==> src/rtl/wr_protect_pkg.sv <==
package wr_protect_pkg;

  // Strobes from the control FSM to the datapath
  typedef struct packed {
    logic trackEn;     // a load is accepted for tracking/forwarding
    logic clearSeq;    // discard any partial sequence
    logic openCycle;   // program cycle accepted: decide commit
    logic closeCycle;  // program cycle finished
  } gateStrobe_t;

  typedef enum logic [0:0] {
    GATE_IDLE = 1'b0,
    GATE_BUSY = 1'b1
  } gateState_t;

endpackage

==> src/rtl/wr_protect_seq.sv <==
module wr_protect_seq #(
  parameter int ADDR_W = 19,
  parameter int DATA_W = 8,
  parameter int LEN    = 3,
  // index i holds step i of the sequence
  parameter logic [LEN-1:0][ADDR_W-1:0] SEQ_ADDR = '0,
  parameter logic [LEN-1:0][DATA_W-1:0] SEQ_DATA = '0
) (
  input  logic              clk,
  input  logic              rstN,
  input  logic              loadEn,
  input  logic              clear,
  input  logic [ADDR_W-1:0] loadAddr,
  input  logic [DATA_W-1:0] loadData,
  output logic              stepHit,
  output logic              seqDone
);

  localparam int POS_W = (LEN > 1) ? $clog2(LEN) : 1;
  localparam logic [POS_W-1:0] LAST_POS = POS_W'(LEN - 1);

  logic [POS_W-1:0] pos;
  logic [LEN-1:0]   stepMatch;
  logic             expectMatch;

  for (genvar i = 0; i < LEN; i++) begin : g_step
    assign stepMatch[i] = (loadAddr == SEQ_ADDR[i]) && (loadData == SEQ_DATA[i]);
  end

  always_comb begin
    expectMatch = 1'b0;
    for (int i = 0; i < LEN; i++) begin
      if (pos == POS_W'(i)) expectMatch = stepMatch[i];
    end
  end

  assign stepHit = loadEn && expectMatch;
  assign seqDone = stepHit && (pos == LAST_POS);

  always_ff @(posedge clk) begin
    if (!rstN) begin
      pos <= '0;
    end else if (clear) begin
      pos <= '0;
    end else if (loadEn) begin
      if (seqDone || !stepHit) pos <= '0;
      else                     pos <= pos + POS_W'(1);
    end
  end

endmodule

==> src/rtl/wr_protect_ctrl.sv <==
module wr_protect_ctrl
  import wr_protect_pkg::*;
(
  input  logic        clk,
  input  logic        rstN,
  input  logic        loadValid,
  input  logic        cycleStart,
  input  logic        cycleDone,
  output gateStrobe_t strobe,
  output logic        cycleOpen
);

  gateState_t state, stateNext;

  always_comb begin
    stateNext = state;
    strobe    = '0;
    unique case (state)
      GATE_IDLE: begin
        if (cycleStart) begin
          strobe.openCycle = 1'b1;
          strobe.clearSeq  = 1'b1;
          stateNext        = GATE_BUSY;
        end else if (loadValid) begin
          strobe.trackEn = 1'b1;
        end
      end
      GATE_BUSY: begin
        if (cycleDone) begin
          strobe.closeCycle = 1'b1;
          strobe.clearSeq   = 1'b1;
          stateNext         = GATE_IDLE;
        end
      end
      default: stateNext = GATE_IDLE;
    endcase
  end

  always_ff @(posedge clk) begin
    if (!rstN) state <= GATE_IDLE;
    else       state <= stateNext;
  end

  assign cycleOpen = (state == GATE_BUSY);

endmodule

==> src/rtl/wr_protect_dp.sv <==
module wr_protect_dp
  import wr_protect_pkg::*;
#(
  parameter int ADDR_W      = 19,
  parameter int DATA_W      = 8,
  parameter int UNLOCK_LEN  = 3,
  parameter int DISABLE_LEN = 6,
  parameter logic [UNLOCK_LEN-1:0][ADDR_W-1:0]  UNLOCK_ADDR  = '0,
  parameter logic [UNLOCK_LEN-1:0][DATA_W-1:0]  UNLOCK_DATA  = '0,
  parameter logic [DISABLE_LEN-1:0][ADDR_W-1:0] DISABLE_ADDR = '0,
  parameter logic [DISABLE_LEN-1:0][DATA_W-1:0] DISABLE_DATA = '0
) (
  input  logic              clk,
  input  logic              rstN,
  input  logic              nvRstN,
  input  gateStrobe_t       strobe,
  input  logic [ADDR_W-1:0] loadAddr,
  input  logic [DATA_W-1:0] loadData,
  output logic              fwdValid,
  output logic [ADDR_W-1:0] fwdAddr,
  output logic [DATA_W-1:0] fwdData,
  output logic              commitAllow,
  output logic              protectOn
);

  logic unlockHit, unlockDone;
  logic disableHit, disableDone;
  logic seqClear;
  logic armedQ;

  // any completion restarts both trackers
  assign seqClear = strobe.clearSeq || unlockDone || disableDone;

  wr_protect_seq #(
    .ADDR_W(ADDR_W), .DATA_W(DATA_W), .LEN(UNLOCK_LEN),
    .SEQ_ADDR(UNLOCK_ADDR), .SEQ_DATA(UNLOCK_DATA)
  ) u_unlockSeq (
    .clk(clk), .rstN(rstN), .loadEn(strobe.trackEn), .clear(seqClear),
    .loadAddr(loadAddr), .loadData(loadData),
    .stepHit(unlockHit), .seqDone(unlockDone)
  );

  wr_protect_seq #(
    .ADDR_W(ADDR_W), .DATA_W(DATA_W), .LEN(DISABLE_LEN),
    .SEQ_ADDR(DISABLE_ADDR), .SEQ_DATA(DISABLE_DATA)
  ) u_disableSeq (
    .clk(clk), .rstN(rstN), .loadEn(strobe.trackEn), .clear(seqClear),
    .loadAddr(loadAddr), .loadData(loadData),
    .stepHit(disableHit), .seqDone(disableDone)
  );

  // persistent flag: only the non-volatile reset clears it
  always_ff @(posedge clk) begin
    if (!nvRstN)                    protectOn <= 1'b0;
    else if (rstN && disableDone)   protectOn <= 1'b0;
    else if (rstN && unlockDone)    protectOn <= 1'b1;
  end

  // one-shot permission for the next program cycle
  always_ff @(posedge clk) begin
    if (!rstN)                 armedQ <= 1'b0;
    else if (strobe.openCycle) armedQ <= 1'b0;
    else if (unlockDone)       armedQ <= 1'b1;
  end

  always_ff @(posedge clk) begin
    if (!rstN)                  commitAllow <= 1'b0;
    else if (strobe.openCycle)  commitAllow <= !protectOn || armedQ;
    else if (strobe.closeCycle) commitAllow <= 1'b0;
  end

  always_ff @(posedge clk) begin
    if (!rstN) begin
      fwdValid <= 1'b0;
      fwdAddr  <= '0;
      fwdData  <= '0;
    end else begin
      fwdValid <= strobe.trackEn && !unlockHit && !disableHit;
      if (strobe.trackEn) begin
        fwdAddr <= loadAddr;
        fwdData <= loadData;
      end
    end
  end

endmodule

==> src/rtl/wr_protect_gate.sv <==
module wr_protect_gate
  import wr_protect_pkg::*;
#(
  parameter int ADDR_W      = 19,
  parameter int DATA_W      = 8,
  parameter int UNLOCK_LEN  = 3,
  parameter int DISABLE_LEN = 6,
  // packed concatenations list the last step first
  parameter logic [UNLOCK_LEN-1:0][ADDR_W-1:0]  UNLOCK_ADDR  =
    {19'h05555, 19'h02AAA, 19'h05555},
  parameter logic [UNLOCK_LEN-1:0][DATA_W-1:0]  UNLOCK_DATA  =
    {8'hA0, 8'h55, 8'hAA},
  parameter logic [DISABLE_LEN-1:0][ADDR_W-1:0] DISABLE_ADDR =
    {19'h05555, 19'h02AAA, 19'h05555, 19'h05555, 19'h02AAA, 19'h05555},
  parameter logic [DISABLE_LEN-1:0][DATA_W-1:0] DISABLE_DATA =
    {8'h20, 8'h55, 8'hAA, 8'h80, 8'h55, 8'hAA}
) (
  input  logic              clk,
  input  logic              rstN,
  input  logic              nvRstN,
  input  logic              loadValid,
  input  logic [ADDR_W-1:0] loadAddr,
  input  logic [DATA_W-1:0] loadData,
  input  logic              cycleStart,
  input  logic              cycleDone,
  output logic              fwdValid,
  output logic [ADDR_W-1:0] fwdAddr,
  output logic [DATA_W-1:0] fwdData,
  output logic              commitAllow,
  output logic              protectOn
);

  gateStrobe_t strobe;
  logic        cycleOpen;

  wr_protect_ctrl u_ctrl (
    .clk(clk), .rstN(rstN), .loadValid(loadValid),
    .cycleStart(cycleStart), .cycleDone(cycleDone),
    .strobe(strobe), .cycleOpen(cycleOpen)
  );

  wr_protect_dp #(
    .ADDR_W(ADDR_W), .DATA_W(DATA_W),
    .UNLOCK_LEN(UNLOCK_LEN), .DISABLE_LEN(DISABLE_LEN),
    .UNLOCK_ADDR(UNLOCK_ADDR), .UNLOCK_DATA(UNLOCK_DATA),
    .DISABLE_ADDR(DISABLE_ADDR), .DISABLE_DATA(DISABLE_DATA)
  ) u_dp (
    .clk(clk), .rstN(rstN), .nvRstN(nvRstN), .strobe(strobe),
    .loadAddr(loadAddr), .loadData(loadData),
    .fwdValid(fwdValid), .fwdAddr(fwdAddr), .fwdData(fwdData),
    .commitAllow(commitAllow), .protectOn(protectOn)
  );

endmodule

==> config.mk <==
export PLATFORM = sky130hd
export DESIGN_NAME = wr_protect_gate
export DESIGN_NICKNAME = d
export VERILOG_FILES = /design/src/rtl/wr_protect_pkg.sv /design/src/rtl/wr_protect_seq.sv /design/src/rtl/wr_protect_ctrl.sv /design/src/rtl/wr_protect_dp.sv /design/src/rtl/wr_protect_gate.sv
export SDC_FILE = /design/constraint.sdc
export NUM_CORES = 1
export LEC_CHECK = 0
export BUFFER_PORTS_ARGS = -buffer_cell sky130_fd_sc_hd__buf_2
export CORE_MARGIN = 2
export CORE_UTILIZATION = 53
export DETAILED_ROUTE_END_ITERATION = 8
export PLACE_DENSITY = 0.91
export SYNTH_ARGS = -nofsm -noshare
export SYNTH_HDL_FRONTEND = slang
export SYNTH_SLANG_ARGS = --single-unit
==> constraint.sdc <==
create_clock -name clk -period 6.39 [get_ports clk]
set_input_delay 1.278 -clock clk [delete_from_list [all_inputs] [get_ports clk]]
set_output_delay 1.278 -clock clk [all_outputs]
set_load 0.02 [all_outputs]
==> qor.csv <==
metric,value,unit
Critical Path Sink Type,register,
type of the most critical hold path,register to register,
clk sink count,37,
P_leak,0.948,nW
Switching Power,0.120,mW
synthesized cell area,1800,sq um
DIE AREA,3880,sq um
Pre-antenna DRT Iters,4,
dpl hpwl,2.99,mm
Port Buf Inserts,62,
clock share of power,0.395,
Worst EP arrival,3.37,ns
final number of setup-violating endpoints,0,
num ports,63,
Final Hold Fails,0,
CTS max path bufs,2,
Logic pwr share,0.122,
RSZ-0062 raised after global routing,no,
vias in the first global route,1536,
Post-CTS Setup Bufs,0,
main combinational cell family by area after synthesis,simple AND/OR/NAND/NOR gates,
hold path cells,2,
f_max,319,MHz
Post-CTS Hold Buffers,0,
drt wl/cell,12.3,um
"Seq/Total Area, Yosys",0.411,
multiplexer area fraction after synthesis,0,
layout cell share with drive strength beyond 1,0.259,
worst reg2reg setup slack,4.21,ns
Final nets,322,
Placed Instance Area,2130,sq um
Net Sw Frac,0.238,
core footprint,3310,sq um
Initial Util,0.544,
first-pass GRT wire length,6.78,mm
Die Ht,62.3,um
register share of total power,0.483,
post-synth top area share,0.411,
Worst-Skew Late Latency,0.34,ns
Yosys reg bits,37,
final setup TNS,0,ns
dpl cells,320,
hold_sp,u_dp.fwdAddr[14],
htree depth,2,
DRC violations left,0,
Synth area leader,dfxtp_1,
GRT Overall Usage,0.218,
initial DRC count,105,
root buffer cell,clkbuf_4,
cts repair resizes,0,
slew of the pin with the lowest slew margin,1.09,ns
DR vias/cell,5.28,
max-cap violation count,0,
mean area per synthesized cell,8.08,sq um
peak fanout along the critical path,4,
headroom to the max-slew limit,0.272,
status,completed,
Synth Area in Simple Gates,0.302,
WHS,0.466,ns
post-route ant nets,0,
Die Wd,62.3,um
Final min period,3.14,ns
CTS Buf Count,5,
worst reg2reg path endpoint,u_dp.u_disableSeq.pos[0],
largest net degree at the start of global routing,34,
critical path type,primary input to register,
Reg2Reg Depth,6,
CP Data Required Time,6.62,ns
RD Place Congestion,0.859,
FP Rows,21,
"Cell Count, Final, Fillers Out",328,
post-synthesis cell type count,33,
Post-Route WL,4.04,mm
Area Growth Syn to Fin,23.8,%
Synth warnings,0,
max-slew violation count,0,
Startpoint Class,primary input,
n_diodes,0,
Mapped Cells,223,
post-synthesis adder-cell area fraction,0.0556,
Hold Path Sink,u_dp.fwdAddr[14],
internal power,0.384,mW
CTS tree,done,
initial antenna violation count,0,
XOR/XNOR Fraction of Synth Area,0,
Final period util,0.491,
Syn Nets,264,
# fillers,298,
RR Startpoint,u_ctrl.cycleOpen,
via count,1733,
Worst-path clk slew,0.11,ns
worst vdd ir,0.000141,V
final clock skew,0.00836,ns
Synth Area in Compound Gates,0.194,
fin area,2230,sq um
Synth area leaders,"dfxtp_1 (41%), nand2_1 (15%), a21boi_0 (12%), ha_1 (5.6%), nor4bb_1 (2.8%)",
Power Density,226,nW/um^2
GRT overflow,0,
[kinds of logic after synthesis]
kind of cell / count (synthesis)
AOI/OAI and AO/OA: 48
buffers and inverters: 18
DFF: 37
and+or+nand+nor: 112
adders and majority gates: 8
[metrics by stage]
stage               setup WS (ns)   util  power (mW)
finish                       3.25  0.674       0.504
global route                 3.17  0.674       0.526
CTS                          3.27  0.674       0.506
detailed placement           2.91  0.643       0.310
global placement             2.95  0.643       0.309
floorplan                    3.12      -       0.284
[flip-flops by register name, indices dropped and copies added (netlist names)]
register               flops
u_dp.commitAllow           1
u_dp.fwdAddr              19
u_ctrl.cycleOpen           1
u_dp.fwdValid              1
u_dp.u_disableSeq.pos      3
u_dp.armedQ                1
u_dp.fwdData               8
u_dp.protectOn             1
u_dp.u_unlockSeq.pos       2
[placed cells by master (no fill, tap or decap), drive strengths merged, types with 2 or more instances in the layout]
| cell type | n |
|---|---|
| or4 | 3 |
| nor2b | 3 |
| nand3b | 2 |
| buf | 62 |
| dfxtp | 37 |
| nor3 | 4 |
| clkbuf | 5 |
| a21oi | 4 |
| ha | 8 |
| nand4 | 4 |
| bufinv | 2 |
| nor2 | 10 |
| nand3 | 2 |
| o211a | 2 |
| o21ai | 6 |
| inv | 7 |
| nor4 | 2 |
| nor4bb | 5 |
| a21boi | 28 |
| o31ai | 2 |
| nand2 | 71 |
| or3 | 2 |
[metal layers]
metal	wire, um	track usage	vias to the layer above
li1	-	-	883
met1	1820	0.278	788
met2	1880	0.364	56
met3	300	0.0616	6
met4	46	0.0583	0
met5	0	0	-
[critical path, cell delays in order]
cell and delay (ns):
buf_2 0.11, or4_1 0.52, or4_4 0.58, or3_1 0.43, o41ai_1 0.38, a21oi_1 0.06
[final cells by class]
class                           count  area (sq um)  share of cell area
Sequential cell                    37           741               0.332
Timing Repair Buffer               62           310               0.139
Multi-Input combinational cell    168           993               0.445
Clock buffer                        5          37.5              0.0168
Clock inverter                      3          65.1              0.0292
Inverter                            7          26.3              0.0118
Tap cell                           46          57.6              0.0258
[worst max path at each step]
stage                               to  slack [ns]  depth (start not counted)   startpoint
2_1_floorplan           u_dp.protectOn        3.12                          5  loadAddr[7]
3_3_place_gp            u_dp.protectOn        2.95                          6  loadAddr[7]
3_5_place_dp            u_dp.protectOn        2.91                          6  loadAddr[7]
4_1_cts                 u_dp.protectOn        3.27                          6  loadAddr[7]
5_1_grt        u_dp.u_unlockSeq.pos[0]        3.17                          7  loadAddr[7]
6_report                u_dp.protectOn        3.25                          6  loadAddr[7]
[power groups by stage]
stage	clock (mW)	combinational (mW)	sequential (mW)
finish	0.199	0.0615	0.243
global route	0.214	0.0679	0.245
CTS	0.201	0.0618	0.244
detailed placement	0	0.0613	0.249
global placement	0	0.0608	0.248
floorplan	0	0.0248	0.259
[synth_stat cells]
| cell | instances |
|---|---|
| o21a_1 | 1 |
| o41a_1 | 1 |
| a32oi_1 | 1 |
| or4_1 | 1 |
| or3_1 | 2 |
| nand3_1 | 2 |
| nand4_1 | 4 |
| a21boi_0 | 28 |
| nor2b_1 | 3 |
| nor3_1 | 3 |
| buf_1 | 1 |
| o21ai_0 | 6 |
| nand3b_1 | 2 |
| nor3b_1 | 1 |
| o211a_1 | 2 |
| o31ai_1 | 2 |
| a311oi_1 | 1 |
| or4bb_1 | 1 |
| nand2_1 | 71 |
| a21oi_1 | 4 |
| o41ai_1 | 1 |
| nor4_1 | 2 |
| nor4bb_1 | 5 |
| ha_1 | 8 |
| and4b_1 | 1 |
| clkbuf_1 | 10 |
| and2_1 | 1 |
| nor2_1 | 10 |
| o311ai_0 | 1 |
| nor3_4 | 1 |
| inv_1 | 7 |
| or4_4 | 2 |
| dfxtp_1 | 37 |
Note: power is estimated with default switching activity, not from simulation.
